[config.mk]
export PLATFORM = sky130hd
export DESIGN_NAME = smb_ring_master
export DESIGN_NICKNAME = d
export VERILOG_FILES = /design/src/rtl/smb_ring_pkg.sv /design/src/rtl/smb_ring_csr.sv /design/src/rtl/smb_ring_seq.sv /design/src/rtl/smb_ring_master.sv
export SDC_FILE = /design/constraint.sdc
export NUM_CORES = 1
export LEC_CHECK = 0
export BUFFER_PORTS_ARGS = -buffer_cell sky130_fd_sc_hd__buf_2
export CAP_MARGIN = 20
export CORE_AREA = 2 2 129 163
export DETAILED_ROUTE_END_ITERATION = 6
export DIE_AREA = 0 0 131 165
export PLACE_DENSITY_LB_ADDON = 0.1
export SYNTH_ARGS = -nofsm -noshare
export SYNTH_HDL_FRONTEND = slang
export SYNTH_SLANG_ARGS = --single-unit
[constraint.sdc]
create_clock -name clk -period 5.1 [get_ports clk]
set_input_delay 0.255 -clock clk [delete_from_list [all_inputs] [get_ports clk]]
set_output_delay 0.255 -clock clk [all_outputs]
set_load 0.02 [all_outputs]
[src/rtl/smb_ring_pkg.sv]
package smb_ring_pkg;
   typedef enum logic [2:0] {
      OP_START = 3'd0,
      OP_ADDR  = 3'd1,
      OP_WRITE = 3'd2,
      OP_READ  = 3'd3,
      OP_STOP  = 3'd4
   } eng_op_e;

   // descriptor control flag positions
   localparam int CF_CMD  = 0;
   localparam int CF_BLK  = 2;
   localparam int CF_IRQ  = 6;
   localparam int CF_SOE  = 7;

   // write-back status positions
   localparam int SB_OK   = 0;
   localparam int SB_DLTO = 2;
   localparam int SB_NAK  = 3;
   localparam int SB_CLTO = 5;
   localparam int SB_COL  = 6;
   localparam int SB_LPR  = 7;

   typedef enum logic [3:0] {
      Q_IDLE, Q_F0, Q_F1, Q_F2, Q_START, Q_ADDR, Q_WFET, Q_WCAP,
      Q_WSEND, Q_RSTART, Q_RADDR, Q_READ, Q_STORE, Q_STOP, Q_WB
   } seq_st_e;

   function automatic logic [7:0] fault_bits(input logic [2:0] f);
      logic [7:0] fb;
      fb = 8'h00;
      fb[SB_DLTO] = f[0];
      fb[SB_CLTO] = f[1];
      fb[SB_COL]  = f[2];
      return fb;
   endfunction
endpackage

[src/rtl/smb_ring_csr.sv]
module smb_ring_csr #(
   parameter int AW = 10
) (
   input  logic          clk,
   input  logic          rst_n,
   input  logic          csr_wr,
   input  logic [1:0]    csr_addr,
   input  logic [31:0]   csr_wdata,
   output logic [31:0]   csr_rdata,
   input  logic          busy_i,
   input  logic          adv_i,
   input  logic          halt_i,
   input  logic          cmpl_i,
   input  logic          err_i,
   output logic          start_o,
   output logic [7:0]    head_o,
   output logic [7:0]    tail_o,
   output logic [AW-1:0] base_o,
   output logic          irq
);
   logic       start_q, eie_q, cint_q, eint_q;
   logic [7:0] head_q, tail_q, size_q;
   logic [AW-1:0] base_q;
   logic       wr_ctl, wr_sts;
   logic       unused_bits;

   assign wr_ctl = csr_wr && (csr_addr == 2'd0);
   assign wr_sts = csr_wr && (csr_addr == 2'd1);
   assign unused_bits = ^{csr_wdata[31:24], csr_wdata[15:6], csr_wdata[3:1]};

   always_ff @(posedge clk or negedge rst_n) begin
      if (!rst_n) begin
         start_q <= 1'b0;
         eie_q   <= 1'b0;
         cint_q  <= 1'b0;
         eint_q  <= 1'b0;
         head_q  <= '0;
         tail_q  <= '0;
         size_q  <= '0;
         base_q  <= '0;
      end else begin
         if (wr_ctl) begin
            head_q  <= csr_wdata[23:16];
            eie_q   <= csr_wdata[4];
            start_q <= csr_wdata[0];
         end else if (halt_i) begin
            start_q <= 1'b0;
         end else if (start_q && !busy_i && tail_q == head_q) begin
            start_q <= 1'b0;
         end
         if (csr_wr && csr_addr == 2'd2) size_q <= csr_wdata[7:0];
         if (csr_wr && csr_addr == 2'd3) base_q <= csr_wdata[AW-1:0];
         if (wr_sts && csr_wdata[5]) cint_q <= 1'b0;
         if (wr_sts && csr_wdata[4]) eint_q <= 1'b0;
         if (cmpl_i) cint_q <= 1'b1;
         if (err_i && eie_q) eint_q <= 1'b1;
         if (adv_i) tail_q <= (tail_q == size_q) ? 8'd0 : tail_q + 8'd1;
      end
   end

   always_comb begin
      case (csr_addr)
         2'd0:    csr_rdata = {8'h00, head_q, 11'h000, eie_q, 3'h0, start_q};
         2'd1:    csr_rdata = {8'h00, tail_q, 10'h000, cint_q, eint_q, 3'h0, busy_i};
         2'd2:    csr_rdata = {24'h000000, size_q};
         default: csr_rdata = {{(32-AW){1'b0}}, base_q};
      endcase
   end

   assign start_o = start_q;
   assign head_o  = head_q;
   assign tail_o  = tail_q;
   assign base_o  = base_q;
   assign irq     = cint_q | eint_q;


   tail_step_chk: assert property (@(posedge clk) disable iff (!rst_n)
      (tail_q != $past(tail_q)) |-> (tail_q == $past(tail_q) + 8'd1 || tail_q == 8'd0));

   halt_chk: assert property (@(posedge clk) disable iff (!rst_n)
      (halt_i && !csr_wr) |=> (!start_q && tail_q == $past(tail_q)));

   start_clr_chk: assert property (@(posedge clk) disable iff (!rst_n)
      (start_q && !busy_i && tail_q == head_q && !csr_wr) |=> !start_q);

   irq_src_chk: assert property (@(posedge clk) disable iff (!rst_n)
      $rose(irq) |-> $past(cmpl_i || err_i));
endmodule

[src/rtl/smb_ring_seq.sv]
module smb_ring_seq
   import smb_ring_pkg::*;
#(
   parameter int AW      = 10,
   parameter int MAX_BLK = 32
) (
   input  logic          clk,
   input  logic          rst_n,
   input  logic          start_i,
   input  logic [7:0]    head_i,
   input  logic [7:0]    tail_i,
   input  logic [AW-1:0] base_i,
   output logic          busy_o,
   output logic          adv_o,
   output logic          halt_o,
   output logic          cmpl_o,
   output logic          err_o,
   output logic          mem_rd,
   output logic          mem_wr,
   output logic [AW-1:0] mem_addr,
   output logic [3:0]    mem_be,
   output logic [31:0]   mem_wdata,
   input  logic [31:0]   mem_rdata,
   output logic          eng_req,
   output logic [2:0]    eng_op,
   output logic [7:0]    eng_wdata,
   input  logic          eng_done,
   input  logic          eng_nak,
   input  logic [2:0]    eng_fault,
   input  logic [7:0]    eng_rdata
);
   localparam logic [7:0] MAXB = 8'(MAX_BLK);

   if (AW < 10 || AW > 30) begin : g_aw_bad
      $error("AW must lie in 10..30");
   end
   if (MAX_BLK < 1 || MAX_BLK > 255) begin : g_blk_bad
      $error("MAX_BLK must lie in 1..255");
   end

   seq_st_e    st;
   logic       waiting, hdr;
   logic [7:0] d_addr, d_wlen, d_rlen, d_ctl;
   logic [31:0] d_ptr;
   logic [7:0] idx, cnt, rx, tx, stat, wbyte, rbyte;

   logic        op_st, fire, has_w, has_r, ok;
   logic [7:0]  fault_now, resp, fin_stat;
   logic [31:0] baddr, store_data;
   logic [AW-1:0] desc_w;
   logic        unused_bits;

   assign op_st = (st == Q_START) || (st == Q_ADDR) || (st == Q_WSEND) ||
                  (st == Q_RSTART) || (st == Q_RADDR) || (st == Q_READ) || (st == Q_STOP);
   assign eng_req   = op_st && !waiting;
   assign fire      = op_st && waiting && eng_done;
   assign fault_now = fault_bits(eng_fault);
   assign resp      = fault_now | (eng_nak ? 8'h08 : 8'h00);
   assign has_w     = d_ctl[CF_CMD] || (d_wlen != 8'd0);
   assign has_r     = (d_rlen != 8'd0);
   assign baddr     = d_ptr + 32'(idx);
   assign desc_w    = base_i + AW'({tail_i, 2'b00});
   assign ok        = (stat == 8'h00);
   assign fin_stat  = ok ? 8'h01 : stat;
   assign busy_o    = (st != Q_IDLE);
   assign unused_bits = ^{baddr[31:AW+2]};

   for (genvar g = 0; g < 4; g++) begin : g_lane
      assign store_data[8*g +: 8] = rbyte;
   end

   always_ff @(posedge clk or negedge rst_n) begin
      if (!rst_n) begin
         st <= Q_IDLE; waiting <= 1'b0; hdr <= 1'b0;
         d_addr <= '0; d_wlen <= '0; d_rlen <= '0; d_ctl <= '0; d_ptr <= '0;
         idx <= '0; cnt <= '0; rx <= '0; tx <= '0; stat <= '0;
         wbyte <= '0; rbyte <= '0;
      end else begin
         if (eng_req) waiting <= 1'b1;
         else if (fire) waiting <= 1'b0;
         case (st)
            Q_IDLE: if (start_i && tail_i != head_i) st <= Q_F0;
            Q_F0:   st <= Q_F1;
            Q_F1: begin
               {d_ctl, d_rlen, d_wlen, d_addr} <= mem_rdata;
               idx <= '0; rx <= '0; tx <= '0; stat <= '0; hdr <= 1'b0;
               st <= Q_F2;
            end
            Q_F2: begin
               d_ptr <= mem_rdata;
               st <= Q_START;
            end
            Q_START, Q_RSTART: if (fire) begin
               if (fault_now != 8'h00) begin
                  stat <= stat | fault_now;
                  st <= Q_STOP;
               end else begin
                  st <= (st == Q_START) ? Q_ADDR : Q_RADDR;
               end
            end
            Q_ADDR: if (fire) begin
               if (resp != 8'h00) begin
                  stat <= stat | resp;
                  st <= Q_STOP;
               end else if (has_w) begin
                  st <= d_ctl[CF_CMD] ? Q_WSEND : Q_WFET;
               end else if (has_r) begin
                  hdr <= d_ctl[CF_BLK];
                  cnt <= d_rlen;
                  st <= Q_READ;
               end else begin
                  st <= Q_STOP;
               end
            end
            Q_WFET: st <= Q_WCAP;
            Q_WCAP: begin
               wbyte <= mem_rdata[{baddr[1:0], 3'b000} +: 8];
               st <= Q_WSEND;
            end
            Q_WSEND: if (fire) begin
               if (resp != 8'h00) begin
                  stat <= stat | resp;
                  st <= Q_STOP;
               end else begin
                  tx <= tx + 8'd1;
                  if (!d_ctl[CF_CMD] && ({1'b0, idx} + 9'd1 < {1'b0, d_wlen})) begin
                     idx <= idx + 8'd1;
                     st <= Q_WFET;
                  end else if (has_r) begin
                     st <= Q_RSTART;
                  end else begin
                     st <= Q_STOP;
                  end
               end
            end
            Q_RADDR: if (fire) begin
               if (resp != 8'h00) begin
                  stat <= stat | resp;
                  st <= Q_STOP;
               end else begin
                  idx <= '0;
                  hdr <= d_ctl[CF_BLK];
                  cnt <= d_rlen;
                  st <= Q_READ;
               end
            end
            Q_READ: if (fire) begin
               if (fault_now != 8'h00) begin
                  stat <= stat | fault_now;
                  st <= Q_STOP;
               end else if (hdr) begin
                  hdr <= 1'b0;
                  if (eng_rdata > d_rlen || eng_rdata > MAXB) begin
                     stat[SB_LPR] <= 1'b1;
                     st <= Q_STOP;
                  end else if (eng_rdata == 8'd0) begin
                     st <= Q_STOP;
                  end else begin
                     cnt <= eng_rdata;
                  end
               end else begin
                  rbyte <= eng_rdata;
                  st <= Q_STORE;
               end
            end
            Q_STORE: begin
               rx  <= rx + 8'd1;
               idx <= idx + 8'd1;
               st  <= ({1'b0, idx} + 9'd1 < {1'b0, cnt}) ? Q_READ : Q_STOP;
            end
            Q_STOP: if (fire) begin
               stat <= stat | fault_now;
               st <= Q_WB;
            end
            Q_WB:    st <= Q_IDLE;
            default: st <= Q_IDLE;
         endcase
      end
   end

   always_comb begin
      mem_rd = 1'b0; mem_wr = 1'b0; mem_addr = desc_w; mem_be = 4'h0; mem_wdata = '0;
      case (st)
         Q_F0: mem_rd = 1'b1;
         Q_F1: begin mem_rd = 1'b1; mem_addr = desc_w + AW'(2); end
         Q_WFET: begin mem_rd = 1'b1; mem_addr = baddr[AW+1:2]; end
         Q_STORE: begin
            mem_wr = 1'b1; mem_addr = baddr[AW+1:2];
            mem_be = 4'b0001 << baddr[1:0]; mem_wdata = store_data;
         end
         Q_WB: begin
            mem_wr = 1'b1; mem_addr = desc_w + AW'(1); mem_be = 4'hF;
            mem_wdata = {tx, rx, 8'h00, fin_stat};
         end
         default: ;
      endcase
   end

   always_comb begin
      eng_op = OP_START; eng_wdata = 8'h00;
      case (st)
         Q_ADDR: begin
            eng_op = OP_ADDR;
            eng_wdata = has_w ? {d_addr[7:1], 1'b0} : (has_r ? {d_addr[7:1], 1'b1} : d_addr);
         end
         Q_WSEND: begin eng_op = OP_WRITE; eng_wdata = d_ctl[CF_CMD] ? d_wlen : wbyte; end
         Q_RADDR: begin eng_op = OP_ADDR; eng_wdata = {d_addr[7:1], 1'b1}; end
         Q_READ:  eng_op = OP_READ;
         Q_STOP:  eng_op = OP_STOP;
         default: ;
      endcase
   end

   assign adv_o  = (st == Q_WB) && (ok || !d_ctl[CF_SOE]);
   assign halt_o = (st == Q_WB) && !ok && d_ctl[CF_SOE];
   assign cmpl_o = (st == Q_WB) && d_ctl[CF_IRQ];
   assign err_o  = (st == Q_WB) && !ok;


   one_req_chk: assert property (@(posedge clk) disable iff (!rst_n)
      eng_req |=> !eng_req);

   err_to_stop_chk: assert property (@(posedge clk) disable iff (!rst_n)
      (fire && eng_nak && (st == Q_ADDR || st == Q_RADDR)) |=> (st == Q_STOP));
endmodule

[src/rtl/smb_ring_master.sv]
module smb_ring_master #(
   parameter int AW      = 10,
   parameter int MAX_BLK = 32
) (
   input  logic          clk,
   input  logic          rst_n,
   input  logic          csr_wr,
   input  logic [1:0]    csr_addr,
   input  logic [31:0]   csr_wdata,
   output logic [31:0]   csr_rdata,
   output logic          mem_rd,
   output logic          mem_wr,
   output logic [AW-1:0] mem_addr,
   output logic [3:0]    mem_be,
   output logic [31:0]   mem_wdata,
   input  logic [31:0]   mem_rdata,
   output logic          eng_req,
   output logic [2:0]    eng_op,
   output logic [7:0]    eng_wdata,
   input  logic          eng_done,
   input  logic          eng_nak,
   input  logic [2:0]    eng_fault,
   input  logic [7:0]    eng_rdata,
   output logic          irq
);
   logic          busy, adv, halt, cmpl, err, start;
   logic [7:0]    head, tail;
   logic [AW-1:0] base;

   smb_ring_csr #(.AW(AW)) u_csr (
      .clk(clk), .rst_n(rst_n), .csr_wr(csr_wr), .csr_addr(csr_addr),
      .csr_wdata(csr_wdata), .csr_rdata(csr_rdata), .busy_i(busy), .adv_i(adv),
      .halt_i(halt), .cmpl_i(cmpl), .err_i(err), .start_o(start), .head_o(head),
      .tail_o(tail), .base_o(base), .irq(irq)
   );

   smb_ring_seq #(.AW(AW), .MAX_BLK(MAX_BLK)) u_seq (
      .clk(clk), .rst_n(rst_n), .start_i(start), .head_i(head), .tail_i(tail),
      .base_i(base), .busy_o(busy), .adv_o(adv), .halt_o(halt), .cmpl_o(cmpl),
      .err_o(err), .mem_rd(mem_rd), .mem_wr(mem_wr), .mem_addr(mem_addr),
      .mem_be(mem_be), .mem_wdata(mem_wdata), .mem_rdata(mem_rdata),
      .eng_req(eng_req), .eng_op(eng_op), .eng_wdata(eng_wdata),
      .eng_done(eng_done), .eng_nak(eng_nak), .eng_fault(eng_fault),
      .eng_rdata(eng_rdata)
   );
endmodule

# After elaboration in Yosys (flattened, before gate mapping)
# Index checks and enable logic that the tools add are counted.
# word_totals
inputBits,82
out_inout_bits,93
regBits,144
elab_cells,242
# op_classes
n_eq_ne,44
bitwise,6
n_mux,88
shifts,2
reduce_logical,65
n_lt_le_gt_ge,4
add_sub_neg,9
# ops
cell,n
8-bit two-way mux,27
4-bit two-way mux,19
24-bit case mux with 3 select lines,1
32-bit case mux with 2 select lines,1
4-bit case mux with 13 select lines,1
8-bit case mux with 3 select lines,2
8-bit case mux with 5 select lines,1
8-bit by 1-bit adder with 8-bit output (second input constant),4
8-bit case mux with 2 select lines,2
8-bit case mux with 4 select lines,1
8-bit nonzero test,4
32-bit by 6-bit indexed part select with 8-bit output,1
10-bit case mux with 3 select lines,1
4-bit == test (second input constant),7
1-bit two-way mux,24
2-bit by 1-bit inequality test with 1-bit output (second input constant),12
1-bit logical AND,18
9-bit by 8-bit < comparator with 1-bit output,2
2-bit inequality test (second input constant),9
9-bit AND reduction,2
4-bit by 3-bit == test with 1-bit output (second input constant),4
8-bit == test,2
8-bit zero test,2
8-bit AND reduction,2
40 further kinds,69

# Longest topological paths before layout
# Gate-level depths: netlist (run 1).
# logic_depth
word_depth,11
depth_mapped,11
depth_no_buf,11

# Hierarchy
# From an unflattened synthesis (run 1), not the netlist that was laid out.
# unflattened
cells_unflattened,1049
area_unflattened_um2,9502.9
# by_module_without_submodules
module,area_per_inst_um2,cells_each,seq_area_each_um2,n_inst
smb_ring_seq,7295.7,856,2477.4,1
smb_ring_csr,2207.1,193,950.9,1

# Worst setup path before layout (run 1)
# OpenSTA, ideal clock, no wires.
# synth_timing
path_kind,register to output
from,reg u_csr.tail_q[1] (netlist: u_csr.tail_o[1])
to,out mem_addr[8]
path_stages_with_launch,10
t_arrival_ns,2.467
path_buffers,1
t_required_ns,4.845
setup_slack_ns,2.378
path_cell_list,dfrtp_1 clkbuf_1 inv_1 fa_1 nand2b_1 a21oi_1 xnor2_1 o31a_1 o41ai_1 o211ai_1
# synth_between
elab_chain_len,3
elab_cells_between_ends,4
cone_classes,add/sub (3); mux (1)
# synth_rtl
item,line_no,source
"start, declared",smb_ring_csr.sv:22,"logic [7:0] head_q, tail_q, size_q;"
"start signal, assigned",smb_ring_csr.sv:57,if (adv_i) tail_q <= (tail_q == size_q) ? 8'd0 : tail_q + 8'd1;
10-bit adder (*),smb_ring_seq.sv:62,"assign desc_w = base_i + AW'({tail_i, 2'b00});"
10-bit by 1-bit adder with 10-bit output or 10-bit by 2-bit adder with 10-bit output (tied branches),"smb_ring_seq.sv:192, smb_ring_seq.sv:185",
10-bit case mux with 3 select lines (*),smb_ring_seq.sv:183,case (st)
"end, declared",smb_ring_master.sv:13,"output logic [AW-1:0] mem_addr,"
# Every way passes the cells marked *; elsewhere a longest branch is shown, timed or not.

# Worst setup path in the final report (run 1)
# layout_timing
from,reg u_seq.st[0]
to,out mem_addr[7]
# layout_between
elab_chain_len,3
elab_cells_between_ends,6
cone_classes,eq/ne (4); mux (1); reduce/logical (1)
# layout_rtl
item,line_no,source
"start, declared",smb_ring_seq.sv:41,seq_st_e st;
"start signal, assigned",smb_ring_seq.sv:98,st <= (st == Q_START) ? Q_ADDR : Q_RADDR;
"start signal, assigned",smb_ring_seq.sv:106,st <= d_ctl[CF_CMD] ? Q_WSEND : Q_WFET;
"start signal, assigned",smb_ring_seq.sv:169,"st <= ({1'b0, idx} + 9'd1 < {1'b0, cnt}) ? Q_READ : Q_STOP;"
4-bit by 3-bit == test with 1-bit output or 4-bit == test (tied branches),smb_ring_seq.sv:183,
2-bit OR reduction (no line),n/a,
10-bit case mux with 3 select lines (*),smb_ring_seq.sv:183,
# Marks and branches as above.

==> summary.md, run 1 <==
The run gives 0 as the count of unresolved DRC violations after routing. The top-level I/O count is 175. Fill cells in the final layout number 1905. The path class of the tightest hold or removal check is input port to flip-flop. The die outline width is 131 um. The logic gate share of total power was 47.5%. Entering global routing, the biggest net connects 96 pins. The number of design-rule violations left by the first detailed-router iteration was 498. The tools report the cell-internal power as 3365 uW. By area the synthesized netlist is led by sky130_fd_sc_hd__dfrtp_1, sky130_fd_sc_hd__mux2_2, sky130_fd_sc_hd__nand2_1.

Number of buffers inserted during clock tree synthesis: 17. CTS placed an instance of sky130_fd_sc_hd__clkbuf_16 at the clock tree root. In this run, the clock network consumes 20.8% of the power. From synthesis to final layout, the design area changed by 15.33%.

Summed over all layers, the global routing overflow is 0. For the worst-skew pair, the clock arrives at the later sink with an insertion delay of 430 ps. The floorplan core area is 19960 um2, and the critical-path maximum fanout is 25. The logs give 0.2762 mV for the worst IR drop on VDD and 1085 um for the met3 wire length. The analysis attributes to cell leakage a power of 0.005269 uW.

The synthesized design contains 137 register bits. In the final routed layout, each cell accounts on average for 18.63 um. The setup total negative slack came out at 0 ps. The run gives 46.60% as the starting density of the core. After synthesis, the largest area contributor takes up 36.87% of total cell area.

In this run the tool buffered the top-level ports with 146 buffer cells. At the pin with the least slew margin, the transition time is 886.1 ps. The die is 165 um tall. The tools report the placement row count as 58. For this block, the routed nets add up to 26320 um of wire.

The Yosys step of the flow raised 0 warnings. For the vias after detailed routing, the log shows 7956. Sequential elements use 36.87% of the synthesized area. Signal routing reaches up to met4. Setup violations remaining at the end of the flow were counted as 0. Setup repair after global routing left no endpoint under its margin. Among all flip-flop cells after synthesis, the most frequent one is sky130_fd_sc_hd__dfrtp_1.

The die covers 21620 um2. The tools report the final count of pins violating max slew as 0. TritonCTS built the clock tree. The placed instances occupy a cell area of 10130 um2. The run gives 0 as the post-CTS resize count.

The tools report the number of instances in the synthesized netlist as 1010. The commonest cells after synthesis are sky130_fd_sc_hd__nand2_1, sky130_fd_sc_hd__dfrtp_1, sky130_fd_sc_hd__mux2_2, sky130_fd_sc_hd__o21ai_0, sky130_fd_sc_hd__nor2_1. CTS built an H-tree with a depth of 4. The tools report the total routing usage reported by global routing as 24.94%.

The fraction of registers with async set or reset after synthesis was 100.0%. For the final HPWL from detailed placement, the log shows 19860 um. The final critical-path required period was 3622 ps. Once detail routing completed, the nets flagged for antenna violations numbered 0. For the critical path required time, the log shows 4850 ps. The kind of critical path is flip-flop to output pin. The run gives 13290 um as the detailed route wirelength on metal2. The buffer depth of the longest clock path is 2, and the layout cell share with drive strength beyond 1 is 24.78%. After detailed routing, the number of vias per cell comes to 5.631. The tools report the number of iterations in the first detailed-routing pass as 6. The final hold violation count is 0. Based on the critical path, the design can be clocked at up to 0.2761 GHz. Cell area after synthesis: 9299 um2. Dividing total power by cell area gives a power density of 545.9 nW/um2. The overall power of the completed layout is 5854 uW, and the post-CTS setup buffer count is 0. Clock-pin slew was measured on the worst setup and hold paths at 60 ps.

Yosys mapped a number of flops with a built-in enable equal to 0. For this run, the post-layout net count is 1258. The worst setup path is launched from a flip-flop. Routability-driven placement finished with a final weighted congestion of 0.8996. In the final layout, the multi-input gates occupy 5398 um2. For this design the total switching power over the nets is 2489 uW. The run gives 1 as the initial antenna violation count. The library cell with the largest summed area after synthesis is sky130_fd_sc_hd__dfrtp_1. Across all hold checks on the routed design, the worst slack comes to 41.15 ps. Most frequent cell after synthesis: sky130_fd_sc_hd__nand2_1. The arrival time reported for the critical path endpoint is 3370 ps.

The flow ran to the end, and the final reports show no timing, DRC or antenna violations. Headroom to the max-slew limit came out at 40.93%. The kind of capture point of the worst setup path is an output pin.

The clock arrives with 11.24 ps of skew. The area occupied by registers was 3428 um2. The via count of the first global-routing pass was 7610; the count of hold-fix buffers inserted at cts was 1.

Sink count of the clock tree: 137. The switching share of total power was 42.51%; the reported max-cap violation count was 0. The average cell area after synthesis is 9.207 um2. The finished cells cover 10720 um2. The final cell utilization of the core is 53.74%, and the sequential group share of total power is 31.7%. The first global-routing pass estimated 41260 um of wire. Yosys mapped the design onto 76 distinct sky130hd cell types. For this block, wires on met1 add up to 11210 um.

The final worst-path cycle share was 71.02%.
==> power by group through the flow <==
stage          combinational, uW  sequential, uW  clock (uW)
2_1_floorplan               2190            1680           0
6_report                    2780            1860        1220
3_3_place_gp                2740            1860           0
3_5_place_dp                2770            1870           0
4_1_cts                     2790            1850        1240
5_1_grt                     3080            1910        1280
==> registers in the layout, indices dropped and copies added (netlist names), 5 cells and up <==
name,count
u_csr.tail_o,8
u_seq.rx,8
u_csr.head_o,8
u_seq.d_ptr,12
u_seq.stat,5
u_seq.d_addr,8
u_seq.d_wlen,8
u_csr.base_o,10
u_seq.wbyte,8
u_csr.size_q,8
u_seq.idx,8
u_seq.cnt,8
u_seq.rbyte,8
u_seq.d_rlen,8
u_seq.tx,8
==> path summary, 6_finish.rpt <==
kind	startpoint	to	slack [ps]	depth (start not counted)
worst max register to register	u_seq.idx[0]$_DFFE_PN0P_	u_seq.idx[4]$_DFFE_PN0P_	1740	10
max in group asynchronous	rst_n	u_csr.tail_o[2]$_DFFE_PN0P_	3440	3
worst min register to register	u_seq.d_addr[5]$_DFFE_PN0P_	u_seq.d_addr[5]$_DFFE_PN0P_	480	2
min in group asynchronous	rst_n	u_seq.rx[7]$_DFFE_PN0P_	490	2
worst max-delay path	u_seq.st[0]$_DFFE_PN0P_	mem_addr[7]	1480	7
worst min-delay path	mem_rdata[16]	u_seq.d_rlen[0]$_DFFE_PN0P_	40	3
==> routing by layer <==
layer | GRT usage [%] | vias up
met3 | 3.304 | 42
met5 | 0 | -
met2 | 43.69 | 242
met1 | 31.44 | 3846
met4 | 8.559 | 0
li1 | - | 3826
==> cell usage in the layout, fill, tap and decap left out, types with 19 or more instances in the layout <==
cell type,Yosys,final
sky130_fd_sc_hd__nor2_1,63,63
sky130_fd_sc_hd__buf_2,7,145
sky130_fd_sc_hd__nand3_1,20,20
sky130_fd_sc_hd__nor2b_1,21,21
sky130_fd_sc_hd__and3_1,19,19
sky130_fd_sc_hd__dfrtp_1,137,137
sky130_fd_sc_hd__xnor2_1,28,28
sky130_fd_sc_hd__mux2i_1,37,37
sky130_fd_sc_hd__inv_1,40,40
sky130_fd_sc_hd__nand2_1,154,154
sky130_fd_sc_hd__o21ai_0,69,69
sky130_fd_sc_hd__a21oi_1,37,37
sky130_fd_sc_hd__ha_1,43,43
sky130_fd_sc_hd__mux2_2,70,70
==> per-stage QoR <==
step,worst slack (ps),std cells
after floorplan,2378,1023
after global placement,1931,1381
after detailed placement,1848,1381
after CTS,1502,1412
after global routing,1264,1413
final,1478,1413
==> logic make-up after synthesis <==
family	Yosys count	share of synthesized area (%)
compound gates	202	14.13
fa+ha+maj	45	6.216
simple gates	352	17.84
other cells	1	0.04033
buf+inv	110	5.624
flops	137	36.87
xor+xnor	45	4.238
mux	118	15.04
==> worst max-delay path: stages, from the launching register on <==
cell,delay [ps]
sky130_fd_sc_hd__dfrtp_1,650
sky130_fd_sc_hd__nor2b_1,680
sky130_fd_sc_hd__and2_2,600
sky130_fd_sc_hd__o21ai_0,200
sky130_fd_sc_hd__nor4_1,220
sky130_fd_sc_hd__nor3_1,90
sky130_fd_sc_hd__a221oi_1,260
sky130_fd_sc_hd__buf_2,230
==> cell type report <==
| class | instances | area share (%) |
|---|---|---|
| multi-input combinational | 776 | 50.33 |
| sequential | 137 | 31.97 |
| timing repair buffer | 157 | 7.665 |
| clock buffer | 19 | 4.224 |
| tap | 270 | 3.150 |
| inverter | 42 | 1.470 |
| clock inverter | 11 | 1.167 |
| antenna | 1 | 0.02333 |
(Power assumes the default switching activity.)
==> run 2, diff against run 1 <==
clock period = 3 ns   (was 5.1 ns; I/O delays follow)
==> run 2 against run 1 <==
  * The flow now finishes with violations (negative hold slack)
  * Core utilization rose by 4.7 points
  * Setup slack got worse by 1500 ps
  * Sequential share of layout area fell by 2.5 points
  * Clock-buffer cell count fell by 2
  * Die area did not move
  * Largest cell class unchanged
  * Final cell count rose by 5.6%
  * First-iteration DRC count fell by 0.20%
  * Largest power group unchanged
  * Total power rose by 83%
  * Wire length rose by 4.3%
  * Sequential power rose by 65%
  * Critical path type unchanged
  * Highest routed layer unchanged
  * Via count rose by 2.8%
==> summary.md, run 2 (synthesis gave the netlist of run 1 again) <==
The run finished, with violations left. Traced cell by cell, the critical path runs through ha_2 -> inv_2 -> fa_2 -> nor2b_2 -> nor2b_4 -> nand2_1 -> o31a_1 -> o41ai_2 -> o211ai_1 -> buf_4. Timing would allow up to 0.3359 GHz. After detailed routing, the average wire length per cell comes to 18.39 um.

The transition time at the pin with the least slew margin is 789.2 ps, and the worst hold-check slack is -0.3726 ps. The clock tree synthesis step divided the H-tree into 4 levels. The peak per-stage delay on the critical path was 460 ps; the final HPWL from detailed placement was 20180 um. The number of flip-flops under the largest register name came out at 12. The floorplan step set the die height to 165 um.

After clock tree synthesis, the clock-pin slew on the worst setup and hold paths is 60 ps. The final reports fail on negative hold slack. The share of total power dissipated in sequential elements is 28.7%. The post-route netlist has 29.16% of its cells at a drive strength greater than 1. Wires add up to 27440 um.

For the starting density of the core, the log shows 46.60%. STA classifies the critical path endpoint as an output pin. The run gives 75 as the largest net degree at the start of global routing. Leaving out fill and tap cells, the most frequent cells in the layout are sky130_fd_sc_hd__nand2_1, sky130_fd_sc_hd__buf_2, sky130_fd_sc_hd__dfrtp_1, sky130_fd_sc_hd__mux2_2, sky130_fd_sc_hd__o21ai_0. The tool flagged a number of max-cap violations equal to 0. The port buffer count was 146; the cell area after placement was 10370 um2.

Count of unresolved DRC violations after routing: 0. Clock skew on the completed layout was measured at 11.78 ps. In this run the deepest clock path goes through 2 buffers.

The analysis attributes to cell leakage a power of 0.005699 uW. The logs give 1411 for the placed cell count and 42720 um for the global-route wire length before repair. Power spread over the standard cell area amounts to 917.2 nW/um2. Power dissipated by switching net loads: 4518 uW. Headroom to the max-slew limit came out at 47.39%. In the global route stage, overall resource usage came out at 25.96%. The tools report the top-level I/O count as 175. Grouping stages by cell kind, the critical path spends the most delay in compound AO/OA/AOI/OAI gates. The clock net in this run drives a total of 137 sinks.

The logs give 58 for the placement row count and 1 for the final hold violation count. The final weighted congestion of routability-driven global placement came out at 0.8724. In this run the worst hold path is classified as input port to flip-flop. For the worst-skew pair, the clock arrives at the later sink with an insertion delay of 420 ps.

The run gives 0 as the final count of pins violating max slew. The run gives 0.4801 mV as the worst IR drop on VDD. In this run the remaining antenna-violating nets after routing total 0. Setup repair after global routing could not meet its margin everywhere. Summing over every cut layer, the via total after detailed routing is 8182. The die outline width works out to 131 um. The slowest stage of the critical path is the sky130_fd_sc_hd__fa_2 cell.

The design draws 10690 uW. The run gives 5 as the number of iterations in the first detailed-routing pass. The kind of critical path is flip-flop to output pin. The floorplan step defined a die boundary enclosing 21620 um2. The final critical-path required period is 2977 ps, and the post-layout worst setup margin is 22.84 ps. The cell area after layout was 11660 um2; the number of buffer and inverter stages on the critical path was 2.

The number of design-rule violations left by the first detailed-router iteration is 497, and the switching share of total power is 42.25%. After detailed routing, the number of vias per cell comes to 5.484. The arrival time reported for the critical path endpoint came out at 2830 ps. Setup total negative slack on the finished layout was measured at 0 ps. For the via count of the first global-routing pass, the log shows 8016.

At the worst endpoint, the required time is 2850 ps. The initial antenna violation count is 1, and the total overflow reported by the global router is 0. The net count of the finished layout is 1335.

Setup violations remaining at the end of the flow were counted as 0. Fill cells in the final layout number 1831. The final worst-path cycle share was 99.24%. The post-placement worst setup slack was 120.3 ps; the number of buffers inserted during clock tree synthesis was 17. The library cell used most frequently in the layout, excluding fill and tap cells, is sky130_fd_sc_hd__nand2_1. Along the worst path, the maximum fanout reaches 3. The fraction of power consumed by the clock network is 20.7%. For the floorplan core area, the log shows 19960 um2.

In this run the clock root is driven by a sky130_fd_sc_hd__clkbuf_16. Category of the worst setup path launch point: a flip-flop. For the filler-free cell count of the finished design, the log shows 1492.

TritonCTS built the clock tree. The share of total power dissipated in combinational logic is 50.7%. Top register by number of flip-flops: u_seq.d_ptr. The layout-stage area growth over the synthesis result was 25.35%; the cell-internal power was 6174 uW.
run 2: cell types whose count changed in the layout (fill, tap and decap cells not counted), moves of 4 or more:
cell,change
sky130_fd_sc_hd__buf_4,+40
sky130_fd_sc_hd__dlygate4sd3_1,+37
sky130_fd_sc_hd__o21ai_0,-4
sky130_fd_sc_hd__ha_2,+4
sky130_fd_sc_hd__ha_1,-5
sky130_fd_sc_hd__inv_6,+5
run 2: power by group through the flow:
| stage | sequential, uW | clock (uW) | combinational (uW) |
|---|---|---|---|
| detailed placement | 3080 | 0 | 5060 |
| finish | 3070 | 2210 | 5420 |
| CTS | 3050 | 2240 | 5260 |
| floorplan | 2860 | 0 | 3720 |
| global placement | 3060 | 0 | 5020 |
| global route | 3150 | 2320 | 5960 |
run 2: worst paths after layout:
path,startpoint,end,slack (ps),depth (start not counted)
max in group asynchronous,rst_n,u_seq.d_ptr[1]$_DFFE_PN0P_,1890,3
setup reg to reg,u_seq.idx[0]$_DFFE_PN0P_,u_seq.idx[4]$_DFFE_PN0P_,160,11
setup / recovery,u_csr.tail_o[0]$_DFFE_PN0P_,mem_addr[8],20,10
hold / removal,mem_rdata[21],u_seq.d_rlen[5]$_DFFE_PN0P_,-0.4,3
min in group asynchronous,rst_n,u_seq.rx[7]$_DFFE_PN0P_,280,2
hold reg to reg,u_seq.d_addr[7]$_DFFE_PN0P_,u_seq.d_addr[7]$_DFFE_PN0P_,480,2
run 2: through the flow:
stage | util (%) | hold WS (ps)
2_1_floorplan | - | -145.6
3_3_place_gp | 51.97 | 186.5
3_5_place_dp | 51.97 | 188.6
4_1_cts | 57.54 | 0.05237
5_1_grt | 58.41 | 6.404
6_report | 58.41 | -0.3726
run 2: per-layer routing:
layer	track usage (%)	up-vias	wire, um
met3	3.920	31	1030
met1	32.15	3993	11510
met4	8.027	0	601
met5	0	-	0
met2	46.18	195	14300
li1	-	3963	-
run 2: area by class of cell:
class	instances	area [um2]	share of cell area (%)
timing repair buffer	234	1508	12.93
antenna	1	2.502	0.02147
clock inverter	15	190.2	1.632
clock buffer	17	425.4	3.650
multi-input combinational	776	5604	48.08
tap	270	337.8	2.898
sequential	137	3431	29.43
inverter	42	157.7	1.353
run 2: repair_timing:
action | in CTS | in global routing
hold buffers | 38 | 0
gates cloned | 0 | 0
hold endpoints to repair | 111 | 0
setup buffers | 5 | 5
endpoints found under the setup margin | 5 | 13
pin swaps | 8 | 16
gates resized for setup | 20 | 25
run 2: worst min-delay path, cell delays in order:
cell	delay, ps
sky130_fd_sc_hd__buf_2	110
sky130_fd_sc_hd__nand2_1	60
sky130_fd_sc_hd__o21ai_0	60
==> run 3, diff against run 2 <==
CORE_AREA = 2 2 118 178   (was 2 2 129 163)
DIE_AREA = 0 0 120 180   (was 0 0 131 165)
==> run 3 against run 2 <==
  * The flow finishes with violations (negative setup slack)
  * Wire length rose by 3.0%
  * Final cell count decreased by 0.34%
  * Global-route usage rose by 0.47 points
  * Non-clock buffer count rose by 2
  * Sequential power about the same
  * Clock-buffer cell count is 4 higher
  * Critical path type unchanged
  * Largest power group unchanged
==> summary.md, run 3 (synthesis gave the netlist of run 1 again) <==
Initial antenna violation count: 0. The checks that failed: negative setup slack. Global routing used 26.43% of the available tracks across all layers. Post-layout worst setup margin: -13.22 ps.

In this design, the largest share of critical-path delay is due to compound AO/OA/AOI/OAI gates. Final critical-path required period: 3013 ps. The endpoint identified for the worst register-to-register timing path is u_seq.st[2]$_DFFE_PN0P_. The path class of the lowest-slack min-delay path was input port to flip-flop. The average routed wire per standard cell works out to 19.02 um. Vias after detailed routing: 8287. The die covers 21600 um2.

The top cell types in the final layout, fill and taps aside, are sky130_fd_sc_hd__nand2_1, sky130_fd_sc_hd__buf_2, sky130_fd_sc_hd__dfrtp_1, sky130_fd_sc_hd__mux2_2, sky130_fd_sc_hd__o21ai_0. The root buffer cell is sky130_fd_sc_hd__clkbuf_16. In this design, the stage delay of the slowest critical-path cell is 460 ps. The critical-path maximum fanout came out at 3. Leaving out fill and tap cells, the most frequent cell in the layout is sky130_fd_sc_hd__nand2_1. In the routed layout, each cell is associated on average with a via count of 5.573. The startpoint identified for the worst register-to-register timing path is u_seq.idx[1]$_DFFE_PN0P_.

Summed over all failing endpoints, the final setup total negative slack is -13.22 ps. The final antenna diode count was 0; the total power per unit cell area was 930.9 nW/um2. The run gives 0.005722 uW as the leakage power total. The floorplan has 64 rows. The die is 120 um wide.

The slowest stage of the critical path belongs to the cell sky130_fd_sc_hd__fa_2. Later-pin clock latency in the skew report: 430 ps. For the worst flop-to-flop path, the logic depth is 10. Before antenna repair, the detailed router went through 5 iterations. The run gives 8275 as the via count of the first global-routing pass.

For the worst setup path, the data arrival time is 2860 ps. The run gives 20100 um2 as the floorplan core area. For this design, the sink count on the clock tree is 137.

After clock tree synthesis, the clock-pin slew on the worst setup and hold paths is 60 ps. The wire-length estimate of the detail-placed layout is 21310 um. The logs give 4 for the total number of H-tree levels and 2 for the buffer depth of the longest clock path.

Final hold violation count: 0. The number of filler cells placed in the layout came out at 1861. For this design the top-level I/O count stands at 175. The top register by number of flip-flops is u_seq.d_ptr. The tools report the count of endpoints failing setup in the final report as 1. The tools report the cell area after placement as 10360 um2. The first routing iteration left 500 violations. The remaining antenna violation count came out at 0. Setup repair after global routing could not meet its margin everywhere. Walking the worst path, the cells encountered are ha_2 -> inv_2 -> fa_2 -> nor2b_2 -> nor2b_4 -> nand2_1 -> o31a_1 -> o41ai_2 -> o211ai_1 -> buf_4. The flow ran to the end, but the final reports show violations. TritonCTS built the clock tree. Port buffer count: 146. Timing would allow up to 0.3319 GHz.

After global routing the overflow that remains totals 0. The logs give 28280 um for the final wirelength and 5542 um2 for the combined area of the multi-input logic cells. The worst setup slack for register-to-register paths came out at 200 ps. Worst setup path endpoint: mem_addr[8].

After detailed routing, the number of remaining DRC violations is 0. The setup path with the least slack is of type flip-flop to output pin. Counting both buffers and inverters, the worst setup path holds a total of 2.

In this run the number of cells on the critical path is 10. The tool flagged a number of max-cap violations equal to 0. Cells with a size suffix above 1 make up 28.29% of the layout. Entering global routing, the biggest net connects 72 pins.

The first global-routing pass estimated 44550 um of wire. Final count of pins violating max slew: 0. The tools report the category of the worst setup path launch point as a flip-flop. At the worst endpoint, the required time is 2850 ps. The final weighted congestion of routability-driven global placement came out at 0.9028. Overall die height: 180 um.

The net count of the finished layout was 1337; the starting density of the core was 46.26%. The final worst-path cycle share came out at 100.4%. Across the VDD grid, the largest voltage drop is 0.5155 mV.

Tracing the worst setup path back leads to its startpoint at u_csr.base_o[2]$_DFFE_PN0P_. From synthesis to final layout, the design area changed by 25.24%. Clock skew on the completed layout was measured at 10.62 ps. The number of flip-flops under the largest register name was 12. For the area occupied by registers, the log shows 3430 um2.

STA classifies the critical path endpoint as an output pin. After routing the design area is 11650 um2. The transition time at the pin with the least slew margin works out to 775.4 ps. The worst pin sits at a relative slew slack of 48.31%. The number of buffers inserted during clock tree synthesis is 17.
==> run 3: how the worst min path moves through the flow <==
stage	start	end	slack, ps	cells after the start
finish	mem_rdata[23]	u_seq.d_rlen[7]$_DFFE_PN0P_	20	3
global route	mem_rdata[31]	u_seq.d_ctl[7]$_DFFE_PN0P_	20	3
CTS	mem_rdata[31]	u_seq.d_ctl[7]$_DFFE_PN0P_	6	3
detailed placement	rst_n	u_seq.rx[7]$_DFFE_PN0P_	210	1
global placement	rst_n	u_seq.rx[7]$_DFFE_PN0P_	220	1
floorplan	rst_n	u_csr.base_o[0]$_DFFE_PN0P_	-150	0
==> run 3: area by class of cell <==
class,instances,area share (%)
inverter,42,1.354
multi-input combinational,776,47.58
timing repair buffer,236,13.16
clock inverter,11,1.665
tap,264,2.836
clock buffer,21,3.954
sequential,137,29.45
==> run 3: routing by layer <==
metal,vias to the layer above,track usage [%],wire length (um)
met5,-,0,0
met1,4042,30.41,11100
met4,0,10.78,981
met3,55,3.807,970
li1,3969,-,-
met2,221,48.34,15230
==> run 3: through the flow <==
stage          power (uW)  hold slack [ps]  util (%)  setup WS [ps]  instances
2_1_floorplan        6584           -145.6         -          300.1       1023
3_3_place_gp         8105            217.3     51.56          194.4       1405
3_5_place_dp         8172            213.2     51.56          223.7       1405
4_1_cts             10680            5.530     57.18         -52.84       1482
5_1_grt             11550            19.37     57.94         -131.9       1487
6_report            10840            15.39     57.94         -13.22       1487
==> run 3: power by group <==
part,switching [uW],internal [uW]
logic,3060,2370
registers,579,2480
clock network,818,1520
==> run 3: worst reg2reg max path: cells and delay by family (launching register included) <==
| family | cells | cell delay, ps |
|---|---|---|
| XOR/XNOR | 1 | 290 |
| AND/OR/NAND/NOR | 3 | 530 |
| AO/OA/AOI/OAI | 3 | 780 |
| multiplexers | 1 | 250 |
| adder cells (fa/ha/maj) | 2 | 480 |
| flip-flops | 1 | 370 |
==> run 3: timing repair <==
action                                 4_1_cts  5_1_grt
resized for setup                           12       22
hold buffers                                40        0
pin swaps                                    5       10
buffers inserted                             5        5
setup endpoints to repair                    5        7
gates cloned                                 0        0
endpoints found under the hold margin      119        0
